### config.mk
export PLATFORM = sky130hd
export DESIGN_NAME = vaddr_xlate
export DESIGN_NICKNAME = d
export VERILOG_FILES = /design/src/rtl/xlate_pkg.sv /design/src/rtl/xlate_dp.sv /design/src/rtl/xlate_ctrl.sv /design/src/rtl/vaddr_xlate.sv
export SDC_FILE = /design/constraint.sdc
export NUM_CORES = 1
export LEC_CHECK = 0
export ABC_AREA = 0
export BUFFER_PORTS_ARGS = -buffer_cell sky130_fd_sc_hd__buf_4
export CELL_PAD_IN_SITES_DETAIL_PLACEMENT = 1
export CELL_PAD_IN_SITES_GLOBAL_PLACEMENT = 1
export CORE_ASPECT_RATIO = 1.2
export CORE_UTILIZATION = 40
export DETAILED_ROUTE_END_ITERATION = 6
export GPL_TIMING_DRIVEN = 1
export PLACE_DENSITY = 0.92
export SYNTH_ARGS = -nofsm -noshare
export SYNTH_HDL_FRONTEND = slang
export SYNTH_SLANG_ARGS = --single-unit
### constraint.sdc
create_clock -name clk -period 18.1 [get_ports clk]
set_input_delay 3.62 -clock clk [delete_from_list [all_inputs] [get_ports clk]]
set_output_delay 3.62 -clock clk [all_outputs]
set_load 0.02 [all_outputs]
### src/rtl/xlate_pkg.sv
package xlate_pkg;
  typedef enum logic [1:0] {REG_P0 = 2'b00, REG_P1 = 2'b01, REG_S = 2'b10} region_e;
  typedef enum logic [1:0] {FLT_NONE = 2'b00, FLT_LEN = 2'b01, FLT_INV = 2'b10} fault_e;
  typedef struct packed {
    logic latchReq;   // capture request, clear result
    logic loadSysPte; // keep frame of the system entry
    logic loadPa;     // build the final physical address
    logic fetchSys;   // memory address selects the nested system entry
  } strobes_t;
endpackage

### src/rtl/xlate_dp.sv
module xlate_dp
  import xlate_pkg::*;
#(
  parameter int VA_W  = 32,
  parameter int PA_W  = 30,
  parameter int OFF_W = 9,
  parameter int PTE_W = 32
) (
  input  logic              clk,
  input  logic              rstN,
  input  strobes_t          stb,
  input  logic [VA_W-1:0]   reqVaddr,
  input  logic [PA_W-1:0]   sysBase,
  input  logic [VA_W-3-OFF_W:0] sysLen,
  input  logic [VA_W-1:0]   p0Base,
  input  logic [VA_W-3-OFF_W:0] p0Len,
  input  logic [VA_W-1:0]   p1Base,
  input  logic [VA_W-3-OFF_W:0] p1Len,
  input  logic [PTE_W-1:0]  memData,
  output logic [PA_W-1:0]   memAddr,
  output region_e           region,
  output logic              lenFault,
  output logic              nestLenFault,
  output logic              pteValid,
  output logic [PA_W-1:0]   rspPaddr
);
  localparam int VPN_W = VA_W - 2 - OFF_W;
  localparam int PFN_W = PA_W - OFF_W;

  logic [VA_W-1:0]  vaReg;
  logic [PFN_W-1:0] sysPfnReg;
  logic [VPN_W-1:0] vpn, lenSel, tblIdx;
  logic [VA_W-1:0]  baseSel, pteVa;
  logic [PA_W-1:0]  sysPteAddr;
  logic             unusedBits;

  always_comb begin
    region = vaReg[VA_W-1] ? REG_S : (vaReg[VA_W-2] ? REG_P1 : REG_P0);
    vpn    = vaReg[VA_W-3:OFF_W];
    case (region)
      REG_P0:  begin lenSel = p0Len;  baseSel = p0Base; end
      REG_P1:  begin lenSel = p1Len;  baseSel = p1Base; end
      default: begin lenSel = sysLen; baseSel = '0;     end
    endcase
    pteVa        = baseSel + VA_W'({vpn, 2'b00});
    lenFault     = (vpn >= lenSel);
    nestLenFault = !pteVa[VA_W-1] || (pteVa[VA_W-3:OFF_W] >= sysLen);
    tblIdx       = (region == REG_S) ? vpn : pteVa[VA_W-3:OFF_W];
    sysPteAddr   = sysBase + PA_W'({tblIdx, 2'b00});
    memAddr      = ((region == REG_S) || stb.fetchSys) ? sysPteAddr
                                                       : {sysPfnReg, pteVa[OFF_W-1:0]};
    pteValid     = memData[PTE_W-1];
  end

  assign unusedBits = ^{pteVa[VA_W-2], memData[PTE_W-2:PFN_W]};

  always_ff @(posedge clk or negedge rstN) begin
    if (!rstN) begin
      vaReg     <= '0;
      sysPfnReg <= '0;
      rspPaddr  <= '0;
    end else begin
      if (stb.latchReq) begin
        vaReg    <= reqVaddr;
        rspPaddr <= '0;
      end
      if (stb.loadSysPte) sysPfnReg <= memData[PFN_W-1:0];
      if (stb.loadPa)     rspPaddr  <= {memData[PFN_W-1:0], vaReg[OFF_W-1:0]};
    end
  end

  // the nested system lookup only happens for application regions
  a_r3_nest_app_only: assert property (@(posedge clk) disable iff (!rstN)
    stb.fetchSys |-> (region != REG_S));
  // the byte offset of the request reaches the result unchanged
  a_r2_offset_kept: assert property (@(posedge clk) disable iff (!rstN)
    stb.loadPa |=> (rspPaddr[OFF_W-1:0] == vaReg[OFF_W-1:0]));
endmodule

### src/rtl/xlate_ctrl.sv
module xlate_ctrl
  import xlate_pkg::*;
(
  input  logic     clk,
  input  logic     rstN,
  input  logic     reqValid,
  input  region_e  region,
  input  logic     lenFault,
  input  logic     nestLenFault,
  input  logic     pteValid,
  input  logic     memAck,
  output strobes_t stb,
  output logic     memReq,
  output logic     busy,
  output logic     rspValid,
  output logic [1:0] rspFault,
  output logic     rspLevel
);
  typedef enum logic [2:0] {ST_IDLE, ST_CHECK, ST_FSYS, ST_FFIN, ST_RESP} state_e;
  state_e state, stateNxt;
  fault_e faultReg, faultNxt;
  logic   levelNxt;

  always_comb begin
    stateNxt = state;
    faultNxt = faultReg;
    levelNxt = rspLevel;
    stb      = '0;
    stb.fetchSys = (state == ST_FSYS);
    case (state)
      ST_IDLE: if (reqValid) begin
        stb.latchReq = 1'b1;
        faultNxt = FLT_NONE;
        levelNxt = 1'b0;
        stateNxt = ST_CHECK;
      end
      ST_CHECK: begin
        if (lenFault) begin
          faultNxt = FLT_LEN; stateNxt = ST_RESP;
        end else if (region == REG_S) begin
          stateNxt = ST_FFIN;
        end else if (nestLenFault) begin
          faultNxt = FLT_LEN; levelNxt = 1'b1; stateNxt = ST_RESP;
        end else begin
          stateNxt = ST_FSYS;
        end
      end
      ST_FSYS: if (memAck) begin
        if (!pteValid) begin
          faultNxt = FLT_INV; levelNxt = 1'b1; stateNxt = ST_RESP;
        end else begin
          stb.loadSysPte = 1'b1; stateNxt = ST_FFIN;
        end
      end
      ST_FFIN: if (memAck) begin
        if (!pteValid) faultNxt = FLT_INV;
        else           stb.loadPa = 1'b1;
        stateNxt = ST_RESP;
      end
      default: stateNxt = ST_IDLE;
    endcase
  end

  always_ff @(posedge clk or negedge rstN) begin
    if (!rstN) begin
      state    <= ST_IDLE;
      faultReg <= FLT_NONE;
      rspLevel <= 1'b0;
    end else begin
      state    <= stateNxt;
      faultReg <= faultNxt;
      rspLevel <= levelNxt;
    end
  end

  assign busy     = (state != ST_IDLE);
  assign rspValid = (state == ST_RESP);
  assign memReq   = (state == ST_FSYS) || (state == ST_FFIN);
  assign rspFault = faultReg;

  // a taken request raises busy next cycle
  a_r8_accept_busy: assert property (@(posedge clk) disable iff (!rstN)
    (reqValid && !busy) |=> busy);
  // single-cycle response followed by idle
  a_r8_rsp_pulse: assert property (@(posedge clk) disable iff (!rstN)
    rspValid |=> (!rspValid && !busy));
  // code 11 is never reported
  a_r7_no_code3: assert property (@(posedge clk) disable iff (!rstN)
    rspValid |-> (rspFault != 2'b11));
  // a length fault on the request itself never follows a read
  a_r4_len_no_read: assert property (@(posedge clk) disable iff (!rstN)
    (rspValid && rspFault == FLT_LEN) |-> $past(state == ST_CHECK));
endmodule

### src/rtl/vaddr_xlate.sv
module vaddr_xlate
  import xlate_pkg::*;
#(
  parameter int VA_W  = 32,
  parameter int PA_W  = 30,
  parameter int OFF_W = 9,
  parameter int PTE_W = 32
) (
  input  logic              clk,
  input  logic              rstN,
  input  logic              reqValid,
  input  logic [VA_W-1:0]   reqVaddr,
  output logic              busy,
  output logic              rspValid,
  output logic [PA_W-1:0]   rspPaddr,
  output logic [1:0]        rspFault,
  output logic              rspLevel,
  output logic              memReq,
  output logic [PA_W-1:0]   memAddr,
  input  logic              memAck,
  input  logic [PTE_W-1:0]  memData,
  input  logic [PA_W-1:0]   sysBase,
  input  logic [VA_W-3-OFF_W:0] sysLen,
  input  logic [VA_W-1:0]   p0Base,
  input  logic [VA_W-3-OFF_W:0] p0Len,
  input  logic [VA_W-1:0]   p1Base,
  input  logic [VA_W-3-OFF_W:0] p1Len
);
  strobes_t stb;
  region_e  region;
  logic     lenFault, nestLenFault, pteValid;

  xlate_ctrl i_ctrl (
    .clk(clk), .rstN(rstN), .reqValid(reqValid), .region(region),
    .lenFault(lenFault), .nestLenFault(nestLenFault), .pteValid(pteValid),
    .memAck(memAck), .stb(stb), .memReq(memReq), .busy(busy),
    .rspValid(rspValid), .rspFault(rspFault), .rspLevel(rspLevel)
  );

  xlate_dp #(.VA_W(VA_W), .PA_W(PA_W), .OFF_W(OFF_W), .PTE_W(PTE_W)) i_dp (
    .clk(clk), .rstN(rstN), .stb(stb), .reqVaddr(reqVaddr),
    .sysBase(sysBase), .sysLen(sysLen), .p0Base(p0Base), .p0Len(p0Len),
    .p1Base(p1Base), .p1Len(p1Len), .memData(memData), .memAddr(memAddr),
    .region(region), .lenFault(lenFault), .nestLenFault(nestLenFault),
    .pteValid(pteValid), .rspPaddr(rspPaddr)
  );

  // a pending read keeps its request and address
  a_r9_read_held: assert property (@(posedge clk) disable iff (!rstN)
    (memReq && !memAck) |=> (memReq && $stable(memAddr)));
  // faulted responses carry a zero address
  a_r7_fault_zero_pa: assert property (@(posedge clk) disable iff (!rstN)
    (rspValid && rspFault != 2'b00) |-> (rspPaddr == '0));
endmodule

Yosys cells after proc, flatten, opt, wreduce, memory -nomap -nowiden

Cells that the tools add are included.

Add/sub/neg operators: 2
Multipliers: 0
Div/mod/pow operators: 0
$lt $le $gt $ge: 2
Equal/unequal tests: 17
Shift operators: 0
Muxes and demuxes: 36
Bitwise gates (word level): 0
Reductions and logical operators: 14

Operator list:

| cell                                          | count |
|---|---|
| 2-to-1 mux 30 bit                             | 3 |
| case mux 32 bit (2 select lines)              | 1 |
| >= comparator 21 bit                          | 2 |
| case mux 21 bit (2 select lines)              | 1 |
| adder 32 x 23 -> 32 bit                       | 1 |
| adder 30 x 23 -> 30 bit                       | 1 |
| 2-to-1 mux 21 bit                             | 1 |
| 2-to-1 mux 3 bit                              | 7 |
| 2-to-1 mux 2 bit                              | 7 |
| != test 2 bit, second input constant          | 7 |
| 2-to-1 mux 1 bit                              | 13 |
| case mux 3 bit (4 select lines)               | 1 |
| nonzero test 3 bit                            | 3 |
| AND reduction 7 bit                           | 1 |
| == test 3 x 2 -> 1 bit, second input constant | 2 |
| case mux 2 bit (3 select lines)               | 1 |
| AND reduction 6 bit                           | 1 |
| != test 2 x 1 -> 1 bit, second input constant | 2 |
| == test 3 x 1 -> 1 bit, second input constant | 1 |
| == test 3 bit, second input constant          | 1 |
| zero test 3 bit                               | 1 |
| logical OR 1 bit                              | 3 |
| != test 3 x 1 -> 1 bit, second input constant | 1 |
| != test 3 x 2 -> 1 bit, second input constant | 1 |
| 8 further kinds                               | 8 |

Register bits after elaboration: 89
Latch bits: 0
RAM bits: 0
Memory bits (read-only): 0
Input bits: 225
Output and inout bits: 66
Word-level logic and storage cells: 77
Memories: 0

Longest topological paths before layout

Word-level depth: 11
Mapped depth: 26
Depth with buffers taken out: 22

Cells and area by module

A second synthesis with hierarchy kept.

Cells, all modules: 879
Area total of the unflattened synthesis: 7933.9 um2

By module, submodules not included:

| module     | instances | cells an instance | area an instance (um2) |
|---|---|---|---|
| xlate_dp   | 1         | 832               | 7534.7 |
| xlate_ctrl | 1         | 47                | 399.1 |

Worst setup path after synthesis

No wires, ideal clock.

Kind: input port to output port
Start point: input p1Base[2]
End point: output memAddr[22]
Arrival: 7.859 ns
Data required time: 14.480 ns
Slack: 6.621 ns
Stages: 22
Buffers on the path: 0
Cells stage by stage: mux2i_1 > nor2_1 > ha_1 > inv_1 > fa_1 > nand2b_1 > a21oi_2 > o21ai_1 > o31ai_2 > a21oi_1 > o21bai_1 > xor2_1 > mux2_2 > ha_1 > a21o_1 > a22o_1 > a31o_2 > a211oi_1 > o21ai_1 > a21oi_1 > xor2_1 > o21ai_0

Longest elaborated chain between the ends: 5

Ends and longest elaborated chain:

| element                          | line              | RTL |
|---|---|---|
| from (decl)                      | vaddr_xlate.sv:26 | `input logic [VA_W-1:0] p1Base,` |
| case mux 32 bit (2 select lines) | xlate_dp.sv:40    | `case (region)` |
| adder 32 x 23 -> 32 bit          | xlate_dp.sv:45    | `pteVa = baseSel + VA_W'({vpn, 2'b00});` |
| 2-to-1 mux 21 bit                | xlate_dp.sv:48    | `tblIdx = (region == REG_S) ? vpn : pteVa[VA_W-3:OFF_W];` |
| adder 30 x 23 -> 30 bit          | xlate_dp.sv:49    | `sysPteAddr = sysBase + PA_W'({tblIdx, 2'b00});` |
| 2-to-1 mux 30 bit                | xlate_dp.sv:50    | `memAddr = ((region == REG_S) \|\| stb.fetchSys) ? sysPteAddr` |
| to (decl)                        | vaddr_xlate.sv:19 | `output logic [PA_W-1:0] memAddr,` |

No other way between the ends.

Final worst setup path

Start point: input p1Base[2]
End point: output memAddr[28]

The elaborated chain is that of the path after synthesis.

==> impl_summary.log <==
[metrics] end of the worst hold path: i_dp.rspPaddr[17]
[metrics] post-route insts no fill: 1430
[metrics] root buffer cell: clkbuf_16
[metrics] number of vias per cell: 5.657
[metrics] Bufs on Longest Clock Path: 2
[metrics] Cell variety after synth: 69
[metrics] Cell Rows: 56
[metrics] critical path class: input pin to output pin
[metrics] area of the die: 20970 µm²
[metrics] estimated wirelength of the detail-placed design: 23.43 mm
[metrics] IO Pins: 291
[metrics] post-cts sizing count: 0
[metrics] share of cells above drive strength 1: 0.3399
[metrics] global route overflow: 0
[metrics] critical register-to-register path endpoint: i_ctrl.state[2]
[metrics] share of async-settable or async-resettable flops after synthesis: 1.000
[metrics] post-route fraction of the period consumed by the critical path: 0.6858
[metrics] Core Box Area: 19760 µm²
[metrics] Max H-tree Level: 3
[metrics] Final Max Slew Viols: 0
[metrics] hold_sp: i_dp.rspPaddr[17]
[metrics] post-synthesis average cell area: 9.003 µm²
[metrics] largest voltage drop on the vdd net: 106.7 µV
[metrics] number of antenna violations at the first check in global routing: 1
[metrics] number of cells on the worst reg-to-reg path: 19
[metrics] global-route wire length before repair: 44.88 mm
[metrics] Post-Route Skew: 0.01319 ns
[metrics] Max FO, Critical Path: 5
[metrics] dominant combinational cell family by area after synthesis: compound AO/OA/AOI/OAI gates
[metrics] class of the worst hold path: flip-flop to flip-flop
[metrics] Total Nets Final: 1474
[metrics] Synth Area in Compound Gates: 0.2186
[metrics] detailed-route wire length per cell: 20.17 µm
[metrics] synthesized-area fraction occupied by xor and xnor cells: 0.04939
[metrics] drt drc: 0
[metrics] number of storage elements in the synthesis netlist: 89
[metrics] number of sinks handled by clock tree synthesis: 89
[metrics] most instantiated flip-flop cell in the synthesis netlist: dfrtp_1
[metrics] pwr dens: 232.3 nW/µm²
[metrics] Post-CTS Hold Buffers: 0
[metrics] Hold Crit Depth: 1
[metrics] Layout Utilization: 0.5453
[metrics] height of the chip: 158.4 µm
[metrics] DP Area: 10480 µm²
[metrics] placed cells: 1413
[metrics] die outline width: 132.4 µm
[metrics] overall track demand over capacity in global routing: 0.2720
[metrics] unrepaired setup endpoints after global routing: no
[metrics] Starting Density: 0.4128
[metrics] Detailed Routing Iterations Pass 1: 4
[metrics] number of max-cap violations: 0
[metrics] final-layout worst hold slack: 0.5082 ns
[metrics] area fraction in and, or, nand and nor cells after synthesis: 0.1336
[metrics] Reg2Reg Launch Point: i_dp.vaReg[30]
[metrics] highest achievable clock rate: 80.57 MHz
[metrics] drt total wl: 28.84 mm
[metrics] Post-Syn Nets: 1217
[metrics] number of setup buffers added after CTS: 0
[metrics] number of synthesis warnings: 0
[metrics] 1st-iter DRT viols: 400
[metrics] setup-violating endpoint count in the final report: 0
[metrics] number of clock buffers inserted by TritonCTS: 9
[metrics] vias in the first global route: 8708
[metrics] element type at the critical path end: output pin
[metrics] CTS tree: yes
[metrics] transition time at the pin with the least slew margin: 1.219 ns
[metrics] min cycle time layout: 12.41 ns
[metrics] hold violation count in the final report: 0
[metrics] area growth from synthesis to final layout: 32.09%
[metrics] reg2reg setup slack: 12.36 ns
[metrics] Post-Syn Instances: 906
[metrics] Setup TNS Final: 0 ns
[metrics] number of flops mapped to enable cells by yosys: 0
[metrics] Clk Latency, worst-skew pair: 0.35 ns
[metrics] part of the Yosys area used for sequential elements: 0.2730
[metrics] multiplexer share of the synthesized area: 0.1554
[metrics] Leakage Power: 5.384 nW
[metrics] kind of start point of the critical path: input pin
[metrics] outcome: complete, no violations
[metrics] placer's final routability congestion estimate: 0.8582
[metrics] critical path required time: 14.48 ns
[metrics] I/O Buffers: 280
[metrics] post-synth design cell area: 8157 µm²
[metrics] relative max-transition margin: 0.1868
[metrics] fin area: 10770 µm²
[metrics] register clock-pin slew on the reported worst setup and hold paths: 0.07 ns
[metrics] critical path arrival: 8.79 ns
[metrics] post-route antenna net violation count: 0
[metrics] DR vias: 8090
[metrics] fraction of the mapped netlist area in adder cells: 0.1338
[metrics] pin count of the biggest net entering global routing: 73
## registers in the layout, summed over array words and instances, names as in the netlist
| name | flops |
|---|---|
| i_ctrl.rspFault | 2 |
| i_ctrl.rspLevel | 1 |
| i_ctrl.state | 3 |
| i_dp.rspPaddr | 30 |
| i_dp.sysPfnReg | 21 |
| i_dp.vaReg | 32 |
## synth_stat cells, drive strengths merged (13+ instances only)
| cell type | count | share of area |
|---|---|---|
| buf | 16 | 0.0095 |
| inv | 34 | 0.016 |
| a22o | 31 | 0.033 |
| nand2b | 14 | 0.011 |
| nand3 | 15 | 0.0092 |
| a211oi | 13 | 0.014 |
| mux2 | 66 | 0.092 |
| dfrtp | 89 | 0.27 |
| xnor2 | 24 | 0.026 |
| mux2i | 52 | 0.064 |
| clkbuf | 24 | 0.011 |
| nor2 | 83 | 0.039 |
| xor2 | 22 | 0.024 |
| a21oi | 81 | 0.052 |
| ha | 84 | 0.13 |
| o21ai | 52 | 0.032 |
| nand2 | 56 | 0.026 |
| a21o | 28 | 0.026 |
## stage by stage
step / power [mW] / worst slack, ns
2_1_floorplan: 1.673 / 6.621
3_3_place_gp: 2.206 / 5.822
3_5_place_dp: 2.297 / 5.672
4_1_cts: 2.508 / 5.657
5_1_grt: 2.698 / 5.350
6_report: 2.503 / 5.688
## where the power goes
part	internal [mW]	switching [mW]	total [mW]
Combinational	0.827	1.11	1.94
Clock	0.0977	0.0974	0.195
Sequential	0.275	0.0922	0.367
## layer usage
layer	GRT usage	vias to the layer above	wire, µm
met5	0	-	0
met4	0.09579	0	844
met3	0.04139	52	1310
met2	0.5173	243	15290
met1	0.3077	3954	11400
li1	-	3841	-
## worst max-delay path, stage by stage
cell and delay [ns]:
buf_4 0.08, mux2i_1 0.06, nor2_1 0.17, ha_1 0.25
inv_1 0.07, fa_1 0.38, nand2b_1 0.21, a21oi_2 0.27
o21ai_1 0.13, o31ai_2 0.44, a21oi_1 0.14, o21bai_1 0.19
xor2_1 0.12, mux2_2 0.30, ha_1 0.34, a21o_1 0.22
a22o_1 0.22, a31o_2 0.26, a211oi_1 0.32, o21ai_1 0.18
or4_1 0.42, a32o_1 0.24, buf_4 0.15
## kinds of logic after synthesis
family / count (synthesis)
XOR/XNOR: 46
AND/OR/NAND/NOR: 228
multiplexers: 118
buffers and inverters: 74
flip-flops: 89
AO/OA/AOI/OAI: 265
adder cells (fa/ha/maj): 86
## layout by cell type (no fill, tap or decap), types with 3 or more instances in the layout
| cell | count |
|---|---|
| nand3_1 | 15 |
| a211oi_1 | 10 |
| a21o_1 | 28 |
| o21ai_1 | 11 |
| a211o_1 | 3 |
| nand4_1 | 7 |
| a22o_1 | 31 |
| buf_4 | 286 |
| mux2_2 | 65 |
| or4_1 | 4 |
| inv_6 | 3 |
| ha_1 | 84 |
| a31o_2 | 3 |
| and3_1 | 5 |
| a31oi_1 | 3 |
| o211ai_1 | 5 |
| a21oi_1 | 78 |
| nor2_1 | 80 |
| clkbuf_16 | 9 |
| nor3b_1 | 4 |
| nand2_1 | 56 |
| a211oi_2 | 3 |
| or2_2 | 5 |
| o21ai_0 | 41 |
| nor2b_1 | 7 |
| mux2i_1 | 52 |
| nor3_1 | 9 |
| inv_1 | 34 |
| xor2_1 | 22 |
| o21a_1 | 6 |
| and4_1 | 4 |
| dfrtp_1 | 87 |
| o22ai_1 | 4 |
| o31ai_1 | 5 |
| inv_8 | 3 |
| o21bai_1 | 7 |
| or3_1 | 7 |
| xnor2_1 | 24 |
| nand2b_1 | 14 |
## worst max path at each step
stage                     startpoint     endpoint  slack [ns]  cells past startpoint
after CTS                  p1Base[2]  memAddr[28]        5.66                     23
after global routing       p1Base[2]  memAddr[28]        5.35                     23
after detailed placement   p1Base[2]  memAddr[28]        5.67                     23
after floorplan            p1Base[2]  memAddr[22]        6.62                     22
final                      p1Base[2]  memAddr[28]        5.69                     23
after global placement     p0Base[2]  memAddr[28]        5.82                     23
## layout make-up
cell class	instances	area, µm²
Antenna cell	1	2.502
Inverter	34	127.6
Timing Repair Buffer	286	2147
Clock inverter	7	65.06
Multi-Input combinational cell	743	5648
Tap cell	261	326.6
Fill cell	2343	8985
Clock buffer	9	225.2
Sequential cell	89	2232
No activity file was read; power rests on OpenSTA's default activity.
